===== config.mk =====
export PLATFORM = sky130hd
export DESIGN_NAME = rt_quantizer
export DESIGN_NICKNAME = d
export VERILOG_FILES = /design/src/rtl/qz_pkg.sv /design/src/rtl/qz_cfg_reg.sv /design/src/rtl/qz_core.sv /design/src/rtl/qz_delay.sv /design/src/rtl/rt_quantizer.sv
export SDC_FILE = /design/constraint.sdc
export NUM_CORES = 1
export LEC_CHECK = 0
export BUFFER_PORTS_ARGS = -buffer_cell sky130_fd_sc_hd__buf_2
export CAP_MARGIN = 20
export CORE_MARGIN = 2
export CORE_UTILIZATION = 55
export DETAILED_ROUTE_END_ITERATION = 16
export GPL_TIMING_DRIVEN = 0
export HOLD_SLACK_MARGIN = 0.12
export PLACE_DENSITY = 0.74
export SKIP_LAST_GASP = 1
export SYNTH_ARGS = -nofsm -noshare
export SYNTH_HDL_FRONTEND = slang
export SYNTH_SLANG_ARGS = --single-unit

===== constraint.sdc =====
create_clock -name clk -period 21.3 [get_ports clk]
set_input_delay 4.26 -clock clk [delete_from_list [all_inputs] [get_ports clk]]
set_output_delay 4.26 -clock clk [all_outputs]
set_load 0.01 [all_outputs]

===== src/rtl/qz_pkg.sv =====
package qz_pkg;
  localparam int CFG_WID_W = 5;
  localparam int CFG_FRC_W = 5;
  localparam int CFG_LAT_W = 2;

  typedef struct packed {
    logic [CFG_WID_W-1:0] width;
    logic [CFG_FRC_W-1:0] frac;
    logic                 sat;
    logic [CFG_LAT_W-1:0] lat;
  } qz_cfg_t;
endpackage


===== src/rtl/qz_cfg_reg.sv =====
module qz_cfg_reg
  import qz_pkg::*;
#(
  parameter int MIN_OUT_W = 4,
  parameter int MAX_OUT_W = 24,
  parameter int IN_FRAC   = 16,
  parameter int MAX_LAT   = 3,
  parameter int RST_W     = 16,
  parameter int RST_FRAC  = 8,
  parameter bit RST_SAT   = 1'b1,
  parameter int RST_LAT   = 1
) (
  input  logic                 clk,
  input  logic                 rst,
  input  logic                 load,
  input  logic [CFG_WID_W-1:0] req_width,
  input  logic [CFG_FRC_W-1:0] req_frac,
  input  logic                 req_sat,
  input  logic [CFG_LAT_W-1:0] req_lat,
  output qz_cfg_t              cfg_q
);
  localparam logic [CFG_WID_W-1:0] W_LO  = CFG_WID_W'(MIN_OUT_W);
  localparam logic [CFG_WID_W-1:0] W_HI  = CFG_WID_W'(MAX_OUT_W);
  localparam logic [CFG_FRC_W-1:0] F_HI  = CFG_FRC_W'(IN_FRAC);
  localparam logic [CFG_LAT_W-1:0] L_HI  = CFG_LAT_W'(MAX_LAT);

  qz_cfg_t nxt;

  // Clamp requests into the supported range before they are stored.
  always_comb begin
    nxt.sat = req_sat;
    if (req_width < W_LO)      nxt.width = W_LO;
    else if (req_width > W_HI) nxt.width = W_HI;
    else                       nxt.width = req_width;
    nxt.frac = (req_frac > F_HI) ? F_HI : req_frac;
    nxt.lat  = (req_lat > L_HI) ? L_HI : req_lat;
  end

  always_ff @(posedge clk) begin
    if (rst) begin
      cfg_q.width <= CFG_WID_W'(RST_W);
      cfg_q.frac  <= CFG_FRC_W'(RST_FRAC);
      cfg_q.sat   <= RST_SAT;
      cfg_q.lat   <= CFG_LAT_W'(RST_LAT);
    end else if (load) begin
      cfg_q <= nxt;
    end
  end
endmodule


===== src/rtl/qz_core.sv =====
module qz_core
  import qz_pkg::*;
#(
  parameter int DATA_W  = 32,
  parameter int IN_FRAC = 16
) (
  input  qz_cfg_t           cfg,
  input  logic [DATA_W-1:0] din,
  output logic [DATA_W-1:0] dout
);
  localparam int SH_W = $clog2(IN_FRAC + 1);
  localparam logic [DATA_W-1:0] UNIT = DATA_W'(1);

  logic [SH_W-1:0]          shamt;
  logic signed [DATA_W-1:0] scaled;
  logic signed [DATA_W-1:0] lim_hi;
  logic signed [DATA_W-1:0] lim_lo;
  logic [DATA_W-1:0]        mask;
  logic [DATA_W-1:0]        top_bit;
  logic [DATA_W-1:0]        low;
  logic [DATA_W-1:0]        wrapped;
  logic [DATA_W-1:0]        clamped;
  logic                     ovf_hi;
  logic                     ovf_lo;

  // Scale: arithmetic right shift truncates toward minus infinity.
  always_comb begin
    shamt  = SH_W'(IN_FRAC) - SH_W'(cfg.frac);
    scaled = $signed(din) >>> shamt;
  end

  // Per-width masks and limits.
  always_comb begin
    mask    = (UNIT << cfg.width) - UNIT;
    top_bit = UNIT << (cfg.width - CFG_WID_W'(1));
    lim_hi  = $signed(top_bit - UNIT);
    lim_lo  = $signed(~(top_bit - UNIT));
  end

  // Saturating path.
  always_comb begin
    ovf_hi = scaled > lim_hi;
    ovf_lo = scaled < lim_lo;
    if (ovf_hi)      clamped = lim_hi;
    else if (ovf_lo) clamped = lim_lo;
    else             clamped = scaled;
  end

  // Wrapping path: keep low bits, then sign-extend.
  always_comb begin
    low     = scaled & mask;
    wrapped = (|(low & top_bit)) ? (low | ~mask) : low;
  end

  assign dout = cfg.sat ? clamped : wrapped;
endmodule


===== src/rtl/qz_delay.sv =====
module qz_delay #(
  parameter int DATA_W  = 32,
  parameter int MAX_LAT = 3,
  parameter int SEL_W   = 2
) (
  input  logic              clk,
  input  logic              rst,
  input  logic [SEL_W-1:0]  sel,
  input  logic              in_valid,
  input  logic [DATA_W-1:0] in_data,
  output logic              out_valid,
  output logic [DATA_W-1:0] out_data
);
  localparam int NTAP = MAX_LAT + 1;

  logic              tap_v [NTAP];
  logic [DATA_W-1:0] tap_d [NTAP];

  assign tap_v[0] = in_valid;
  assign tap_d[0] = in_data;

  for (genvar g = 1; g < NTAP; g++) begin : g_stage
    always_ff @(posedge clk) begin
      if (rst) tap_v[g] <= 1'b0;
      else     tap_v[g] <= tap_v[g-1];
    end
    // Data registers load only behind a valid sample and carry no reset.
    always_ff @(posedge clk) begin
      if (tap_v[g-1]) tap_d[g] <= tap_d[g-1];
    end
  end

  always_comb begin
    out_valid = tap_v[0];
    out_data  = tap_d[0];
    for (int i = 1; i < NTAP; i++) begin
      if (sel == SEL_W'(i)) begin
        out_valid = tap_v[i];
        out_data  = tap_d[i];
      end
    end
  end
endmodule


===== src/rtl/rt_quantizer.sv =====
module rt_quantizer
  import qz_pkg::*;
#(
  parameter int DATA_W    = 32,
  parameter int IN_FRAC   = 16,
  parameter int MIN_OUT_W = 4,
  parameter int MAX_OUT_W = 24,
  parameter int MAX_LAT   = 3,
  parameter int RST_W     = 16,
  parameter int RST_FRAC  = 8,
  parameter bit RST_SAT   = 1'b1,
  parameter int RST_LAT   = 1
) (
  input  logic                 clk,
  input  logic                 rst,
  input  logic                 cfg_load,
  input  logic [CFG_WID_W-1:0] cfg_width,
  input  logic [CFG_FRC_W-1:0] cfg_frac,
  input  logic                 cfg_sat,
  input  logic [CFG_LAT_W-1:0] cfg_lat,
  input  logic                 in_valid,
  input  logic [DATA_W-1:0]    in_data,
  output logic                 out_valid,
  output logic [DATA_W-1:0]    out_data
);
  qz_cfg_t           act_cfg;
  logic [DATA_W-1:0] q_data;

  qz_cfg_reg #(
    .MIN_OUT_W(MIN_OUT_W), .MAX_OUT_W(MAX_OUT_W), .IN_FRAC(IN_FRAC),
    .MAX_LAT(MAX_LAT), .RST_W(RST_W), .RST_FRAC(RST_FRAC),
    .RST_SAT(RST_SAT), .RST_LAT(RST_LAT)
  ) u_cfg (
    .clk(clk), .rst(rst), .load(cfg_load),
    .req_width(cfg_width), .req_frac(cfg_frac),
    .req_sat(cfg_sat), .req_lat(cfg_lat),
    .cfg_q(act_cfg)
  );

  qz_core #(.DATA_W(DATA_W), .IN_FRAC(IN_FRAC)) u_core (
    .cfg(act_cfg), .din(in_data), .dout(q_data)
  );

  qz_delay #(.DATA_W(DATA_W), .MAX_LAT(MAX_LAT), .SEL_W(CFG_LAT_W)) u_dly (
    .clk(clk), .rst(rst), .sel(act_cfg.lat),
    .in_valid(in_valid), .in_data(q_data),
    .out_valid(out_valid), .out_data(out_data)
  );
endmodule


==> flow_metrics.py <==
metrics = {
    "run_status": {
        "outcome": "completed",
    },
    "sta": {
        "fin_tns_setup_ns": 0,
        "hold_viol_final": 0,
        "maxSlewHeadroom_pct": 39.1,
        "worst_pin_slew_ns": 0.904,
        "timing.hold.ws_ns": 0.451,
        "rsz0062_at_grt": "no",
        "finClkSkew_ns": 0.0120,
        "setup_viol": 0,
        "drv_slew": 0,
        "max_freq_mhz": 66.0,
        "post-route-min-period_ns": 15.15,
        "period_share_pct": 71.1,
        "fin_ws_ns": 6.15,
    },
    "yosys": {
        "yosysTopAreaCell": "edfxtp_1",
        "syn_nets": 1287,
        "synth.cell_area_sq_um": 10700,
        "async_flop_share_pct": 0,
        "yosys_register_bits": 112,
        "yosysTopAreaCellShare_pct": 26.8,
        "syn_inst": 1172,
        "ys.warnings.count": 0,
        "ys_seq_area_share_pct": 29.8,
        "ys_types": 77,
        "yosys-top-cells-area": "edfxtp_1 27%, mux4_2 11%, ha_1 7.7%",
        "synth_edf_count": 96,
        "ys.flop_type": "edfxtp_1",
        "syn_area_per_cell_sq_um": 9.17,
    },
    "drt": {
        "first_pass_iters": 8,
        "num_vias": 10900,
        "wl_per_cell_um": 24.9,
        "drc_errors": 0,
        "wl_um": 38300,
        "drtIter0Drc": 1627,
        "drtAntennaViolNets": 0,
        "vias_per_cell": 7.10,
    },
    "global_routing": {
        "antenna_found_initial": 1,
        "grt_pass1_wl_um": 57900,
        "grt_overflow": 0,
        "grt_pass1_vias": 9899,
        "grt_usage_pct": 37.0,
        "grt_max_degree": 35,
    },
    "setup_path": {
        "r2r_end": "u_dly.tap_d[88]",
        "cp_data_arrival_time_ns": 10.89,
        "startpoint": "in_data[28]",
        "cp_max_fo": 10,
        "crit_end": "out_data[4]",
        "cp_data_required_time_ns": 17.04,
        "cp-end-kind": "output pin",
        "worstRegToRegCells": 22,
        "critPathKind": "input port to output pin",
        "r2r-start": "u_cfg.cfg_q[3]",
        "r2r_setup_slack_ns": 12.48,
        "cp-start-kind": "input port",
    },
    "power_and_ir_drop": {
        "peakVddDrop_mv": 0.0316,
        "total_power_w": 0.000839,
        "power_leakage_nw": 4.43,
        "power_density_nw_per_um2": 71.3,
    },
    "cts": {
        "cts.repair.resized": 0,
        "cts_root_buf": "clkbuf_16",
        "clk_pin_slew_ns": 0.08,
        "cts_tree": "done",
        "holdBufCountCts": 0,
        "cts_setup_buffers": 0,
        "cts_max_level": 3,
        "clock_path_buffers": 2,
        "cts_sinks": 112,
        "clk_latency_ns": 0.37,
        "cts_buffers": 9,
    },
    "die": {
        "io_pins": 82,
        "die_w_um": 144,
        "core_area_sq_um": 19300,
        "rows": 51,
        "die_h_um": 144,
        "die_area_sq_um": 20700,
        "start_util_pct": 55.6,
    },
    "placed_design": {
        "dp_hpwl_um": 29900,
        "portBuffers": 80,
        "place_congestion": 1.17,
        "dp_worst_setup_slack_ns": 6.69,
    },
    "cells_and_area": {
        "fill_cells": 1729,
        "area_growth_pct": 9.56,
        "postLayoutCoreUtil_pct": 60.9,
        "drive_gt1_share_pct": 17.2,
        "nets": 1378,
    },
    "flow_run": {
        "max_cap_viol_count": 0,
    },
    "worst_hold_path": {
        "worstHoldPathType": "register to register",
    },
}
==> final cells by class <==
cell class              count  area, sq um  share of cell area, %
plain buffers              89          379                   3.22
repair buffers             80          400                   3.40
clock inverters             6         61.3                  0.521
diodes                      1         2.50                 0.0213
inverters                  69          259                   2.20
well taps                 265          332                   2.82
multi-input cells         902         6900                   58.6
clock buffers              10          229                   1.94
flip-flops and latches    112         3210                   27.2
==> critical path, stage by stage <==
cell and delay, ns:
buf_2 0.13, mux4_2 0.50, mux2i_1 0.57, a21oi_1 0.29
a21oi_1 0.48, inv_1 0.25, ha_1 0.38, nor2b_1 0.14
o2111ai_1 0.18, a31oi_1 0.15, nor3_1 0.53, o21bai_1 0.31
o22ai_1 0.51, clkbuf_1 0.49, clkbuf_1 0.68, mux2i_1 0.16
a21oi_1 0.22, o31ai_1 0.08, o41ai_1 0.35, buf_2 0.21
==> metrics by stage <==
stage	cell area [sq um]	instances
detailed placement	11500	1517
finish	11800	1534
floorplan	10700	1172
global placement	11500	1517
global route	11800	1533
CTS	11800	1533
==> per-layer routing <==
metal,up-vias,global-route usage [%],routed length [um]
met5,-,0,0
met1,5172,50.4,15200
met3,172,8.90,4660
met2,813,54.8,16200
met4,0,18.7,2250
li1,4729,-,-
==> cell usage in the layout, fill, tap and decap left out, types with 11 or more instances in the layout <==
cell,count
nand2_1,113
edfxtp_1,96
buf_2,86
nor2_1,85
a21oi_1,79
inv_1,66
o21ai_0,66
ha_1,66
clkbuf_1,65
mux4_2,51
mux2i_1,36
nand3_1,28
o31ai_1,27
nor3_1,21
o221a_2,20
o22a_1,20
a211oi_1,19
nor2b_1,18
o211ai_1,17
or2_2,14
a22oi_1,14
dfxtp_1,14
mux2_2,13
buf_1,12
nand2b_1,12
nand4_1,11
o22ai_1,11
==> power breakdown <==
group / total [W] / switching [W] / internal (W)
Clock: 0.000169 / 0.0000865 / 0.0000822
Sequential: 0.000276 / 0.0000115 / 0.000264
Combinational: 0.000395 / 0.000254 / 0.000141
Total: 0.000839 / 0.000352 / 0.000487
==> cell usage after synthesis (5+ instances only) <==
master and count:
or3_1 7, a211oi_1 19, buf_1 12, nor4_1 7, o221a_2 20, a22oi_1 14
edfxtp_1 96, buf_2 6, nand4_1 11, o32ai_1 6, ha_1 66, o22a_1 20
and3_1 10, mux4_2 51, and4_1 6, o311ai_0 5, or2_2 14, nor3b_1 5
nor2_1 85, o21ai_0 66, inv_1 66, mux2_2 13, a31oi_1 9, a21oi_1 79
a21o_1 7, o21a_1 9, nand3_1 28, clkbuf_1 64, nor2b_1 18, mux2i_1 36
dfxtp_1 16, o31ai_1 27, nand2b_1 12, nand2_1 113, o211ai_1 17, nor3_1 21
o22ai_1 11, o2111ai_1 10, a221oi_1 6, a32oi_1 5
==> registers in the layout, indices dropped and copies added (netlist names) <==
signal / flops
u_cfg.cfg_q: 13
u_dly.tap_v: 3
u_dly.tap_d: 96
==> worst min-delay path by stage <==
stage | from | end | slack [ns] | cells past startpoint
after floorplan | u_dly.tap_d[64] | u_dly.tap_d[32] | 0.42 | 0
after global placement | u_dly.tap_d[65] | u_dly.tap_d[33] | 0.42 | 0
after detailed placement | u_dly.tap_d[73] | u_dly.tap_d[41] | 0.43 | 0
after CTS | u_dly.tap_d[73] | u_dly.tap_d[41] | 0.45 | 0
after global routing | u_dly.tap_d[77] | u_dly.tap_d[45] | 0.46 | 0
final | u_dly.tap_d[58] | u_dly.tap_d[26] | 0.45 | 0
==> cells by family after synthesis <==
| family | share of synthesized area (%) |
|---|---|
| compound gates | 24.7 |
| simple gates | 15.8 |
| buf+inv | 5.94 |
| flops | 29.8 |
| mux | 15.4 |
| fa+ha+maj | 7.69 |
| xor+xnor | 0.571 |
| other cells | 0.0699 |
Note: power is estimated with default switching activity, not from simulation.
